--- config.mk ---
export PLATFORM = sky130hd
export DESIGN_NAME = rtc_irq_status
export DESIGN_NICKNAME = d
export VERILOG_FILES = /design/src/rtl/rtc_irq_pkg.sv /design/src/rtl/rd_cycle_tracker.sv /design/src/rtl/flag_bank.sv /design/src/rtl/status_capture.sv /design/src/rtl/rtc_irq_status.sv
export SDC_FILE = /design/constraint.sdc
export NUM_CORES = 1
export LEC_CHECK = 0
export BUFFER_PORTS_ARGS = -buffer_cell sky130_fd_sc_hd__buf_2
export CAP_MARGIN = 20
export CELL_PAD_IN_SITES_DETAIL_PLACEMENT = 0
export CELL_PAD_IN_SITES_GLOBAL_PLACEMENT = 1
export CORE_MARGIN = 5
export CORE_UTILIZATION = 30
export DETAILED_ROUTE_END_ITERATION = 10
export GPL_ROUTABILITY_DRIVEN = 0
export PLACE_DENSITY = 0.73
export SLEW_MARGIN = 20
export SYNTH_ARGS = -nofsm -noshare
export SYNTH_HDL_FRONTEND = slang
export SYNTH_SLANG_ARGS = --single-unit
--- constraint.sdc ---
create_clock -name clk -period 1.43 [get_ports clk]
set_input_delay 0.3575 -clock clk [delete_from_list [all_inputs] [get_ports clk]]
set_output_delay 0.3575 -clock clk [all_outputs]
set_load 0.05 [all_outputs]
--- src/rtl/rtc_irq_pkg.sv ---
package rtc_irq_pkg;
  localparam int STAT_W   = 8;
  localparam int SRC_N    = 3;
  localparam int FLAG_LSB = 4;
endpackage

--- src/rtl/rd_cycle_tracker.sv ---
module rd_cycle_tracker (
  input  logic clk,
  input  logic rst,
  input  logic rd_sel_i,
  input  logic rd_act_i,
  output logic rise_o,
  output logic hold_o,
  output logic clr_o
);
  logic rd_cyc;
  logic rd_q;
  logic clr_q;

  assign rd_cyc = rd_sel_i & rd_act_i;

  always_ff @(posedge clk) begin
    if (rst) begin
      rd_q  <= 1'b0;
      clr_q <= 1'b0;
    end else begin
      rd_q  <= rd_cyc;
      clr_q <= rd_q & ~rd_cyc;
    end
  end

  assign rise_o = rd_cyc & ~rd_q;
  assign hold_o = rd_cyc | rd_q;
  assign clr_o  = clr_q;
endmodule

--- src/rtl/flag_bank.sv ---
module flag_bank #(
  parameter int NUM_SRC = 3
) (
  input  logic               clk,
  input  logic               rst,
  input  logic [NUM_SRC-1:0] evt_i,
  input  logic               hold_i,
  input  logic               clr_i,
  output logic [NUM_SRC-1:0] flags_o,
  output logic [NUM_SRC-1:0] flags_nxt_o
);
  logic [NUM_SRC-1:0] flag_q;
  logic [NUM_SRC-1:0] pend_q;

  for (genvar i = 0; i < NUM_SRC; i++) begin : g_src
    logic f_n;
    logic p_n;

    always_comb begin
      if (clr_i) begin
        f_n = pend_q[i] | (evt_i[i] & ~hold_i);
        p_n = evt_i[i] & hold_i;
      end else if (hold_i) begin
        f_n = flag_q[i];
        p_n = pend_q[i] | evt_i[i];
      end else begin
        f_n = flag_q[i] | evt_i[i];
        p_n = pend_q[i];
      end
    end

    always_ff @(posedge clk) begin
      if (rst) begin
        flag_q[i] <= 1'b0;
        pend_q[i] <= 1'b0;
      end else begin
        flag_q[i] <= f_n;
        pend_q[i] <= p_n;
      end
    end

    assign flags_nxt_o[i] = f_n;
  end

  assign flags_o = flag_q;


  flags_frozen_chk: assert property (@(posedge clk) disable iff (rst)
    (hold_i && !clr_i) |=> $stable(flag_q));


  clear_done_chk: assert property (@(posedge clk) disable iff (rst)
    clr_i |=> ((flag_q & ~$past(pend_q | evt_i)) == '0));
endmodule

--- src/rtl/status_capture.sv ---
module status_capture #(
  parameter int NUM_SRC  = 3,
  parameter int DATA_W   = 8,
  parameter int FLAG_LSB = 4
) (
  input  logic               clk,
  input  logic               rst,
  input  logic               rise_i,
  input  logic               hold_i,
  input  logic [NUM_SRC-1:0] flags_i,
  input  logic [NUM_SRC-1:0] flags_nxt_i,
  input  logic [NUM_SRC-1:0] en_i,
  output logic [DATA_W-1:0]  rd_data_o,
  output logic               irq_n_o
);
  localparam int SUM_BIT = DATA_W - 1;

  logic [DATA_W-1:0] snap;
  logic [DATA_W-1:0] cap_q;
  logic              irq_n_q;

  always_comb begin
    snap                       = '0;
    snap[FLAG_LSB +: NUM_SRC]  = flags_i;
    snap[SUM_BIT]              = ~irq_n_q;
  end

  always_ff @(posedge clk) begin
    if (rst) begin
      cap_q   <= '0;
      irq_n_q <= 1'b1;
    end else begin
      irq_n_q <= ~|(flags_nxt_i & en_i);
      if (rise_i) cap_q <= snap;
    end
  end

  assign rd_data_o = cap_q;
  assign irq_n_o   = irq_n_q;


  capture_steady_chk: assert property (@(posedge clk) disable iff (rst)
    (hold_i && !rise_i) |=> $stable(cap_q));


  summary_pin_chk: assert property (@(posedge clk) disable iff (rst)
    rise_i |=> (cap_q[SUM_BIT] == !$past(irq_n_q)));
endmodule

--- src/rtl/rtc_irq_status.sv ---
module rtc_irq_status #(
  parameter int NUM_SRC  = rtc_irq_pkg::SRC_N,
  parameter int DATA_W   = rtc_irq_pkg::STAT_W,
  parameter int FLAG_LSB = rtc_irq_pkg::FLAG_LSB
) (
  input  logic               clk,
  input  logic               rst,
  input  logic [NUM_SRC-1:0] evt_i,
  input  logic [NUM_SRC-1:0] en_i,
  input  logic               rd_sel_i,
  input  logic               rd_act_i,
  output logic [DATA_W-1:0]  rd_data_o,
  output logic               irq_n_o
);
  logic               rise;
  logic               hold;
  logic               clr;
  logic [NUM_SRC-1:0] flags;
  logic [NUM_SRC-1:0] flags_nxt;

  rd_cycle_tracker u_trk (
    .clk      (clk),
    .rst      (rst),
    .rd_sel_i (rd_sel_i),
    .rd_act_i (rd_act_i),
    .rise_o   (rise),
    .hold_o   (hold),
    .clr_o    (clr)
  );

  flag_bank #(.NUM_SRC(NUM_SRC)) u_flags (
    .clk         (clk),
    .rst         (rst),
    .evt_i       (evt_i),
    .hold_i      (hold),
    .clr_i       (clr),
    .flags_o     (flags),
    .flags_nxt_o (flags_nxt)
  );

  status_capture #(
    .NUM_SRC  (NUM_SRC),
    .DATA_W   (DATA_W),
    .FLAG_LSB (FLAG_LSB)
  ) u_cap (
    .clk         (clk),
    .rst         (rst),
    .rise_i      (rise),
    .hold_i      (hold),
    .flags_i     (flags),
    .flags_nxt_i (flags_nxt),
    .en_i        (en_i),
    .rd_data_o   (rd_data_o),
    .irq_n_o     (irq_n_o)
  );


  irq_match_chk: assert property (@(posedge clk) disable iff (rst)
    irq_n_o == !(|(flags & $past(en_i))));
endmodule

==> summary by stage <==
Outcome
The run finished with clean final reports.

CTS
CTS built an H-tree with a depth of 1. After clock tree synthesis, the setup repair step added 0 buffers. The tree is rooted in a sky130_fd_sc_hd__clkbuf_4. The count of instances resized after the clock tree is built is 0. The TritonCTS clock tree is built. The clock drives 13 sinks. The longest clock path from root to sink contains 2 buffers. The number of hold buffers added after CTS was 0. The clock reaches the later pin of the worst-skew pair after 0.27 ns. After clock tree synthesis, the clock-pin slew on the worst setup and hold paths is 0.07 ns. Clock tree synthesis inserted a total of 3 buffers.

Timing
The total negative slack is 0 ns. The setup skew after layout is roughly 0.0025 ns. The final count of hold timing violations is 0. The max-slew violation total from the final report is 0. Setup repair after global routing left no endpoint under its margin. The fmax is just over 0.8 GHz.

The share of the clock period used by the worst path is 0.848. The count of endpoints failing setup in the final report is 0. The clock period minus final worst setup slack is 1.21 ns.

Logic synthesis
Of all cell types, the one taking the most synthesized area is sky130_fd_sc_hd__dfxtp_1. Counting distinct cell types in the post-synthesis netlist gives 15. The cell area after synthesis is 504 um2. During synthesis, Yosys emitted a total of 0 warnings. The async set or reset register ratio after synthesis is 0. Sorting the synthesized cells by area gives the leading types as sky130_fd_sc_hd__dfxtp_1 52%, sky130_fd_sc_hd__a21oi_1 9.9%, sky130_fd_sc_hd__mux2i_1 6.0%.

For this run, the leading register cell type out of synthesis is sky130_fd_sc_hd__dfxtp_1. Synthesis handed over a netlist of between 50 and 60 instances. The number of enable-type register cells in the synthesized netlist is 0.

By count the netlist is led by 13 x sky130_fd_sc_hd__dfxtp_1, 10 x sky130_fd_sc_hd__a21oi_1, 7 x sky130_fd_sc_hd__nand2_1. The share of the Yosys chip area taken by registers is 0.516. Synthesis inferred 13 register bits. The most common cell in the netlist is sky130_fd_sc_hd__dfxtp_1. Of the post-synthesis cell area, the dominant cell type holds 0.516.

Averaged over all synthesized cells, the footprint is around 9.0 um2.

Floorplanning
The core region is between 1500 and 2000 um2. For this design the top-level I/O count stands at 19. For this configuration, the core starts out at a cell density of 0.327. The vertical die dimension is 51.0 um.

The die footprint is 2600 um2. The die is 51.0 um wide. The row count is 14.

Critical path
The number of buffers and inverters on the critical path is 1. The number of cell instances on the worst register-to-register path is 3. The signal on the critical path passes through buf_2.

In this run the critical register-to-register path is captured at u_cap.irq_n_o$_SDFF_PP1_. The critical path in this run is classified as reg2out. Across all register-to-register paths, the minimum setup slack is around 0.25 ns. The worst setup path is captured at a primary output.

Along the worst path, the maximum fanout reaches 2. The longest individual stage delay on the worst path is approximately 0.33 ns. The startpoint identified for the worst register-to-register timing path is u_trk.clr_o$_SDFF_PP0_. The data arrival time at the worst-slack endpoint is 0.86 ns.

Data on the critical path is required at its endpoint by 1.07 ns. The master of the slowest instance on the critical path is sky130_fd_sc_hd__dfxtp_1. STA classifies the critical path startpoint as a register. The cell family contributing the most delay on the critical path is flip-flops.

Power and ir drop
Power comes to 0.737 mW. Power spread over the standard cell area amounts to 1240 nW/um2. The maximum resistive drop on vdd is 0.000898 V. The leakage dissipation is 0.270 nW.

Global route
Across every metal layer, demand over resource in global routing totals 0.0754. The number of antenna violations at the first check in global routing is 0. The sum of overflow across all layers after global routing is 0.

The global-route wire length before repair is 1.48 mm. The via count of the first global-routing pass is between 300 and 400. Entering global routing, the biggest net connects 13 pins.

Cells and area
The fraction of layout cells with a size suffix above 1 is 0.250. At the end of the flow, the number of nets in the layout was between 80 and 90. The final design instance area without fill is 594 um2. The area of the multi-input gates is 210 um2. In the final layout, flip-flops and latches occupy 260 um2. From synthesis to final layout, the design area changed by 17.9%. Fill cells in the final layout number ~170. The number of diodes is 0.

Placed design
The final HPWL from detailed placement is about 760 um. Summing all placed instances gives a cell area of roughly 570 um2. The number of port buffers is 14.

Detailed routing
The sum of routed wire length over all layers is 968 um. The routed length per instance is 11.0 um. After detailed routing, the number of remaining DRC violations is 0.

The via count normalized by instance count is around 4.6. The final route contains 404 vias. The count of nets left with antenna violations once routing finished came out at 0.

The number of iterations in the first detailed-routing pass is 4. The detailed router finished its first iteration with 11 violations.

Worst hold path
The worst hold path depth is 2. The tightest min-delay check is of the in2reg type. The start point of the worst min-delay path is en_i[0].

The endpoint of the worst hold path is u_cap.irq_n_o$_SDFF_PP1_.

Job
Across the run, the number of max-cap violations was 0.
## layout make-up
type	count	area share
multi-input combinational	40	0.354
timing repair buffer	15	0.131
sequential	13	0.438
clock buffer	4	0.0442
tap	16	0.0337
## cell families after synthesis
kind of cell    Yosys count  synth area share
simple gates             18             0.164
flops                    13             0.516
compound gates           15             0.164
mux                       3            0.0596
buf+inv                   6            0.0893
other cells               1           0.00744
## layout by cell type, fill, tap and decap left out, drive strengths merged
| cell | instances |
|---|---|
| a222oi | 1 |
| nand2b | 1 |
| o21ai | 3 |
| buf | 15 |
| nor2b | 3 |
| a211oi | 1 |
| clkbuf | 4 |
| nor2 | 6 |
| dfxtp | 13 |
| a21oi | 10 |
| conb | 4 |
| nand2 | 7 |
| and3b | 1 |
| mux2i | 3 |
## flip-flops by register name, summed over array words and instances (netlist names)
name / count
u_trk.clr_o: 1
u_cap.rd_data_o: 4
u_cap.irq_n_o: 1
u_flags.pend_q: 3
u_trk.rd_q: 1
u_flags.flags_o: 3
## how the worst max path moves through the flow
stage                                          startpoint                  endpoint  slack (ns)  depth (start not counted)
after CTS                        u_cap.irq_n_o$_SDFF_PP1_                   irq_n_o        0.21                          1
after global placement                           rd_sel_i  u_cap.irq_n_o$_SDFF_PP1_        0.16                          5
after global routing               u_trk.clr_o$_SDFF_PP0_  u_cap.irq_n_o$_SDFF_PP1_        0.14                          3
final                     u_cap.rd_data_o[4]$_SDFFE_PP0P_              rd_data_o[4]        0.22                          1
after floorplan                    u_trk.clr_o$_SDFF_PP0_  u_cap.irq_n_o$_SDFF_PP1_        0.37                          4
after detailed placement                         rd_sel_i  u_cap.irq_n_o$_SDFF_PP1_        0.19                          5
## stage by stage
stage,utilization,setup WS (ns),hold slack (ns),cells
2_1_floorplan,-,0.373,0.431,59
3_5_place_dp,0.369,0.190,0.429,84
3_3_place_gp,0.369,0.163,0.440,84
4_1_cts,0.386,0.206,0.260,88
6_report,0.386,0.217,0.263,88
5_1_grt,0.386,0.136,0.269,88
## metal layers
metal	part of all wire	wire (um)	global-route usage	vias to the layer above
li1	-	-	-	216
met3	0.10	100	0.0581	0
met5	0	0	0	-
met1	0.46	446	0.0980	176
met2	0.43	421	0.0992	12
met4	0	0	0.0128	0
## where the power goes
part | switching [mW] | internal, mW
combinational | 0.0879 | 0.0369
clock | 0.106 | 0.108
sequential | 0.0130 | 0.385
Note: power is estimated with default switching activity, not from simulation.
